### config.mk
export PLATFORM = sky130hd
export DESIGN_NAME = dma_irq_status
export DESIGN_NICKNAME = d
export VERILOG_FILES = /design/src/rtl/dma_irq_pkg.sv /design/src/rtl/dma_irq_regdec.sv /design/src/rtl/dma_irq_slot.sv /design/src/rtl/dma_irq_status.sv
export SDC_FILE = /design/constraint.sdc
export NUM_CORES = 1
export LEC_CHECK = 0
export BUFFER_PORTS_ARGS = -buffer_cell sky130_fd_sc_hd__clkbuf_2
export CORE_AREA = 2 2 88 90
export CTS_CLUSTER_SIZE = 8
export DETAILED_ROUTE_END_ITERATION = 6
export DIE_AREA = 0 0 90 92
export GPL_TIMING_DRIVEN = 0
export PLACE_DENSITY = 0.77
export SETUP_SLACK_MARGIN = 0.2
export SLEW_MARGIN = 10
export SYNTH_ARGS = -nofsm -noshare
export SYNTH_HDL_FRONTEND = slang
export SYNTH_SLANG_ARGS = --single-unit
### constraint.sdc
create_clock -name clk -period 4.7 [get_ports clk]
set_input_delay 0.705 -clock clk [delete_from_list [all_inputs] [get_ports clk]]
set_output_delay 0.705 -clock clk [all_outputs]
set_load 0.01 [all_outputs]
### src/rtl/dma_irq_pkg.sv
package dma_irq_pkg;

    localparam int DATA_W      = 32;
    localparam int ADDR_W      = 8;
    localparam int SLOT_W      = 4;
    localparam int EVT_KINDS   = 3;
    localparam int CH_PER_BANK = DATA_W / SLOT_W;
    localparam int NUM_BANKS   = 2;
    localparam int MAX_CH      = CH_PER_BANK * NUM_BANKS;

    // Offsets; the bank split at channel 8 is part of the software contract.
    localparam logic [ADDR_W-1:0] OFS_EN_LO   = 8'h00;
    localparam logic [ADDR_W-1:0] OFS_EN_HI   = 8'h04;
    localparam logic [ADDR_W-1:0] OFS_PEND_LO = 8'h10;
    localparam logic [ADDR_W-1:0] OFS_PEND_HI = 8'h14;

    // Event bit order inside a slot is visible to software.
    typedef enum logic [1:0] {
        EVK_HALF  = 2'd0,
        EVK_PKG   = 2'd1,
        EVK_QUEUE = 2'd2
    } evt_kind_e;

    typedef struct packed {
        logic queue;
        logic pkg;
        logic half;
    } evt_bits_t;

    typedef struct packed {
        logic hit;      // one of the four mapped words
        logic is_pend;  // pending word (else enable word)
        logic bank;     // 0: channels 0..7, 1: channels 8..15
        logic en_wr;
        logic pend_wr;
    } reg_cmd_t;

    function automatic int bank_of(input int ch);
        return ch / CH_PER_BANK;
    endfunction

    function automatic int lsb_of(input int ch);
        return (ch % CH_PER_BANK) * SLOT_W;
    endfunction

endpackage

### src/rtl/dma_irq_regdec.sv
module dma_irq_regdec
    import dma_irq_pkg::*;
(
    input  logic              reg_wr,
    input  logic [ADDR_W-1:0] reg_addr,
    output reg_cmd_t          cmd
);

    logic sel_en_lo, sel_en_hi, sel_pend_lo, sel_pend_hi;

    always_comb begin
        sel_en_lo   = (reg_addr == OFS_EN_LO);
        sel_en_hi   = (reg_addr == OFS_EN_HI);
        sel_pend_lo = (reg_addr == OFS_PEND_LO);
        sel_pend_hi = (reg_addr == OFS_PEND_HI);

        cmd.hit     = sel_en_lo | sel_en_hi | sel_pend_lo | sel_pend_hi;
        cmd.is_pend = sel_pend_lo | sel_pend_hi;
        cmd.bank    = sel_en_hi | sel_pend_hi;
        cmd.en_wr   = reg_wr & (sel_en_lo | sel_en_hi);
        cmd.pend_wr = reg_wr & (sel_pend_lo | sel_pend_hi);
    end

endmodule

### src/rtl/dma_irq_slot.sv
module dma_irq_slot
    import dma_irq_pkg::*;
(
    input  logic      clk,
    input  logic      rst,
    input  logic      en_wr,
    input  logic      pend_wr,
    input  evt_bits_t wr_bits,
    input  evt_bits_t evt,
    output evt_bits_t en,
    output evt_bits_t pend,
    output logic      active
);

    evt_bits_t clr_mask;

    always_comb begin
        clr_mask = pend_wr ? wr_bits : '0;
        active   = |(pend & en);
    end

    always_ff @(posedge clk) begin
        if (rst) begin
            en   <= '0;
            pend <= '0;
        end else begin
            if (en_wr)
                en <= wr_bits;
            // a fresh event wins over a simultaneous clear
            pend <= (pend & ~clr_mask) | evt;
        end
    end

    p_evt_sets_r3: assert property (@(posedge clk) disable iff (rst)
        (evt != '0) |=> ((pend & $past(evt)) == $past(evt)));

    p_w1c_clears_r4: assert property (@(posedge clk) disable iff (rst)
        (pend_wr && evt == '0) |=> ((pend & $past(wr_bits)) == '0));

    p_idle_holds_r4: assert property (@(posedge clk) disable iff (rst)
        (!pend_wr && evt == '0) |=> $stable(pend));

    p_en_holds_r6: assert property (@(posedge clk) disable iff (rst)
        !en_wr |=> $stable(en));

endmodule

### src/rtl/dma_irq_status.sv
module dma_irq_status
    import dma_irq_pkg::*;
#(
    parameter int NUM_CH = 12
) (
    input  logic              clk,
    input  logic              rst,
    input  logic              reg_wr,
    input  logic [7:0]        reg_addr,
    input  logic [31:0]       reg_wdata,
    output logic [31:0]       reg_rdata,
    input  logic [NUM_CH-1:0] evt_half,
    input  logic [NUM_CH-1:0] evt_pkg,
    input  logic [NUM_CH-1:0] evt_queue,
    output logic              irq
);

    localparam int HI_CH = NUM_CH - CH_PER_BANK;

    reg_cmd_t    cmd;
    evt_bits_t   slot_en   [NUM_CH];
    evt_bits_t   slot_pend [NUM_CH];
    logic [NUM_CH-1:0] slot_active;
    logic [DATA_W-1:0] en_word   [NUM_BANKS];
    logic [DATA_W-1:0] pend_word [NUM_BANKS];
    logic              irq_q;

    dma_irq_regdec u_dec (
        .reg_wr   (reg_wr),
        .reg_addr (reg_addr),
        .cmd      (cmd)
    );

    for (genvar c = 0; c < NUM_CH; c++) begin : g_ch
        localparam int BANK = bank_of(c);
        localparam int LSB  = lsb_of(c);

        logic      bank_sel;
        evt_bits_t wbits;
        evt_bits_t evts;

        always_comb begin
            bank_sel   = (cmd.bank == 1'(BANK));
            wbits      = evt_bits_t'(reg_wdata[LSB +: EVT_KINDS]);
            evts.half  = evt_half[c];
            evts.pkg   = evt_pkg[c];
            evts.queue = evt_queue[c];
        end

        dma_irq_slot u_slot (
            .clk     (clk),
            .rst     (rst),
            .en_wr   (cmd.en_wr & bank_sel),
            .pend_wr (cmd.pend_wr & bank_sel),
            .wr_bits (wbits),
            .evt     (evts),
            .en      (slot_en[c]),
            .pend    (slot_pend[c]),
            .active  (slot_active[c])
        );
    end

    // Assemble the readable words; unimplemented slots and bit 3 stay zero.
    always_comb begin
        for (int b = 0; b < NUM_BANKS; b++) begin
            en_word[b]   = '0;
            pend_word[b] = '0;
        end
        for (int c = 0; c < NUM_CH; c++) begin
            en_word[bank_of(c)][lsb_of(c) +: EVT_KINDS]   = slot_en[c];
            pend_word[bank_of(c)][lsb_of(c) +: EVT_KINDS] = slot_pend[c];
        end
    end

    always_comb begin
        reg_rdata = '0;
        if (cmd.hit)
            reg_rdata = cmd.is_pend ? pend_word[cmd.bank] : en_word[cmd.bank];
    end

    always_ff @(posedge clk) begin
        if (rst) irq_q <= 1'b0;
        else     irq_q <= |slot_active;
    end

    assign irq = irq_q;

    p_irq_follows_r7: assert property (@(posedge clk) disable iff (rst)
        1'b1 |=> (irq == $past(|slot_active)));

    p_slot_bit3_zero_r1: assert property (@(posedge clk) disable iff (rst)
        (reg_rdata & 32'h8888_8888) == '0);

    p_unmapped_zero_r9: assert property (@(posedge clk) disable iff (rst)
        !cmd.hit |-> (reg_rdata == '0));

    if (HI_CH < CH_PER_BANK) begin : g_unimpl_chk
        p_unimpl_zero_r8: assert property (@(posedge clk) disable iff (rst)
            (cmd.hit && cmd.bank) |-> ((reg_rdata >> (HI_CH * SLOT_W)) == '0));
    end

endmodule

==> results.yml <==
run_status:
  status: "completed"
cells_and_area:
  drive_above_1_share: 0.2673
  design_area_mm2: 0.004372
  final_core_utilization: 0.5870
  nets: 594
  nFillCells: 689
  area.sequential_mm2: 0.001461
  multiInputGateArea_mm2: 0.001703
  antennaDiodeCount: 0
  area_delta_synth_final_pct: 22.77
floorplan:
  core-area_mm2: 0.007447
  initial_core_util: 0.4782
  floorplan.rows: 32
  die_height_um: 92
  die_w_um: 90
  die_outline_area_mm2: 0.008280
  design.portCount: 112
place:
  buffer_ports.inserted: 92
  placed_area_mm2: 0.004175
  gpl.final_weighted_congestion: 0.8976
  hpwlAfterDp_um: 7308
global_route:
  top_usage_layer: "met2"
  grt_pass1_wl_um: 15590
  remaining_global_route_overflow: 0
  vias_in_the_first_global_route: 3138
  groute.layer.met2.usage: 0.4104
  grt_usage: 0.2420
  grt_max_degree: 13
  groute.layer.met1.usage: 0.3103
  grt_antenna_before_repair: 0
  met3_layer_usage_reported_by_global_route: 0.04601
sta:
  timing_worst_slew_pin_value_ns: 0.6828
  finalWorstPathRequiredPeriod_ns: 3.010
  fin_skew_ns: 0.008381
  max_slew_margin: 0.5448
  max_freq_mhz: 332.3
  hold_violations: 0
  report.final.slew_viol_count: 0
  finalSetupTns_ns: 0
  setup_viol: 0
  final_min_period_over_clock_period: 0.6404
  grt_setup_unrepaired: "false"
cts:
  tritoncts: "yes"
  clock_tree.root_cell: "sky130_fd_sc_hd__clkbuf_8"
  clock_tree.buffer_depth: 2
  ctsResizeCount: 0
  cts.clk_slew.worst_paths_ns: 0.07
  worstSkewPairLatency_ns: 0.35
  cts_h_tree_depth: 3
  cts.sinks: 73
  cts_hold_buffers: 0
  post-cts-setup-buffer-count: 0
  tritoncts.num_buffers: 9
critical_path:
  path_depth: 7
  crit_path_end_kind: "primary output"
  timing.critical_path.from_type: "primary input"
  worst_r2r_path_depth: 4
  timing.critical_path.cells: "clkbuf_2 -> nor4_4 -> nand3_1 -> buf_2 -> mux2i_1 -> nor2_1 -> clkbuf_2"
  worstPathArrival_ns: 2.30
  crit-reg2reg-launch: "g_ch[5].u_slot.pend[2]"
  setup.worst_path.start: "reg_addr[1]"
  path_class: "in2out"
  worst_setup_endpoint: "reg_rdata[29]"
  cp_data_required_time_ns: 3.99
  worst-path-max-fanout: 10
  rr_endpoint: "irq"
  cpMaxStageDelayCell: "sky130_fd_sc_hd__nor4_4"
  timing.critical_path.max_delay_family: "simple AND/OR/NAND/NOR gates"
  ff2ff_setup_slack_ns: 3.42
  critical_path.n_buffers_inverters: 3
  crit_path_frequent_cell: "sky130_fd_sc_hd__clkbuf_2"
  critPathMaxStageDelay_ns: 0.49
synthesis:
  netlist.area_leader.share: 0.4104
  synth-main-ff-cell: "sky130_fd_sc_hd__dfxtp_1"
  synth.cells.most_frequent: "73 x sky130_fd_sc_hd__dfxtp_1, 60 x sky130_fd_sc_hd__inv_1, 49 x sky130_fd_sc_hd__nor2_1"
  yosys_warnings: 0
  synth_cells: 405
  synth_area_leader_cell: "sky130_fd_sc_hd__dfxtp_1"
  ys_async_sr_fraction: 0
  synth_sequential_area_ratio: 0.4104
  synth_cell_types: 29
  average_cell_area_after_synthesis_um2: 8.792
  synth.cell_area_mm2: 0.003561
  synth-edff-count: 0
  synth_seq_cells: 73
  main_area_contributors_after_synthesis: "sky130_fd_sc_hd__dfxtp_1 41%, sky130_fd_sc_hd__mux2i_1 13%, sky130_fd_sc_hd__mux4_2 7.6%"
  yosysMostFrequentCell: "sky130_fd_sc_hd__dfxtp_1"
route:
  detail-route-antenna-nets: 0
  avgViaCountPerCell: 5.323
  routed_wirelength_um: 9937
  routedWlPerCell_um: 15.98
  detail_route.first_pass.iterations: 4
  vias_after_detailed_routing: 3311
  remaining_drc_errors: 0
  first_iter_violations: 219
power_and_ir_drop:
  total_leakage_power_nw: 2.182
  vdd_drop_max_mv: 0.1789
  netSwitchingFraction: 0.2503
  switchingPower_w: 0.0003190
  p_per_area_mw_per_mm2: 291.6
  p_seq_frac: 0.517
  power_report.internal_total_w: 0.0009557
  pwr-share-clk: 0.387
  combinational_fraction_of_design_power: 0.096
run:
  timing.max_cap.violations: 0
hold_path:
  holdPathStages: 2
  tightest_hold_check_type: "reg2reg"
[worst reg2reg max path, stage by stage (launching register included)]
cell	delay (ns)
sky130_fd_sc_hd__dfxtp_1	0.34
sky130_fd_sc_hd__a22oi_1	0.21
sky130_fd_sc_hd__nand4_1	0.16
sky130_fd_sc_hd__nor4_1	0.30
sky130_fd_sc_hd__a31oi_1	0.14
[placed cells by master, fill, tap and decap left out, types with 5 or more instances in the layout]
master	instances
sky130_fd_sc_hd__mux4_2	12
sky130_fd_sc_hd__a21oi_1	36
sky130_fd_sc_hd__buf_4	8
sky130_fd_sc_hd__clkbuf_8	10
sky130_fd_sc_hd__clkbuf_2	92
sky130_fd_sc_hd__inv_1	60
sky130_fd_sc_hd__conb_1	8
sky130_fd_sc_hd__nand2_1	13
sky130_fd_sc_hd__dfxtp_1	73
sky130_fd_sc_hd__nand4_1	5
sky130_fd_sc_hd__nor2_1	49
sky130_fd_sc_hd__mux2i_1	48
sky130_fd_sc_hd__and3_1	10
sky130_fd_sc_hd__a22oi_1	14
sky130_fd_sc_hd__o21ai_0	36
sky130_fd_sc_hd__clkbuf_1	14
sky130_fd_sc_hd__buf_2	6
[final cells by class]
class | count | share of cell area
multi-input cells | 247 | 0.3895
flip-flops and latches | 73 | 0.3343
repair buffers | 92 | 0.1053
inverters | 60 | 0.05152
plain buffers | 32 | 0.04522
clock buffers | 11 | 0.03234
well taps | 102 | 0.02919
clock inverters | 5 | 0.01259
[flip-flops by register name, summed over array words and instances (netlist names)]
| name | count |
|---|---|
| irq | 1 |
| g_ch.u_slot.pend | 36 |
| g_ch.u_slot.en | 36 |
[power by group through the flow]
stage          logic [W]  registers [W]  clock network (W)
2_1_floorplan  0.0000694       0.000666                  0
3_3_place_gp    0.000118       0.000672                  0
3_5_place_dp    0.000122       0.000673                  0
4_1_cts         0.000122       0.000658           0.000496
5_1_grt         0.000136       0.000661           0.000523
6_report        0.000123       0.000659           0.000493
[through the flow]
stage / cells / power (W) / hold WS (ns) / setup WS, ns
6_report: 622 / 0.001275 / 0.4988 / 1.690
5_1_grt: 622 / 0.001320 / 0.5193 / 1.571
4_1_cts: 622 / 0.001277 / 0.4987 / 1.711
3_5_place_dp: 606 / 0.0007944 / 0.4855 / 1.709
3_3_place_gp: 606 / 0.0007894 / 0.4776 / 1.753
2_1_floorplan: 412 / 0.0007351 / 0.4632 / 2.116
[how the worst min path moves through the flow]
stage	startpoint	endpoint	slack (ns)
final	g_ch[2].u_slot.pend[0]	g_ch[2].u_slot.pend[0]	0.50
after global routing	g_ch[2].u_slot.pend[1]	g_ch[2].u_slot.pend[1]	0.52
after CTS	g_ch[11].u_slot.pend[1]	g_ch[11].u_slot.pend[1]	0.50
after detailed placement	g_ch[9].u_slot.pend[1]	g_ch[9].u_slot.pend[1]	0.49
after global placement	g_ch[9].u_slot.pend[1]	g_ch[9].u_slot.pend[1]	0.48
after floorplan	g_ch[11].u_slot.pend[0]	g_ch[11].u_slot.pend[0]	0.46
[logic make-up (layout without fill, tap and decap cells)]
group           Yosys count  count (layout)  synth area share
compound gates           91              91            0.1423
buf+inv                  92             200            0.1188
flops                    73              73            0.4104
mux                      60              60            0.2108
other cells               1               8          0.001053
simple gates             88              88            0.1167
[per-layer routing]
| metal | wire, µm | up-vias | part of all wire |
|---|---|---|---|
| met1 | 4070 | 1566 | 0.41 |
| li1 | - | 1574 | - |
| met4 | 193 | 0 | 0.019 |
| met3 | 746 | 17 | 0.075 |
| met5 | 0 | - | 0 |
| met2 | 4926 | 154 | 0.50 |
Power figures use the tool's default switching activity.
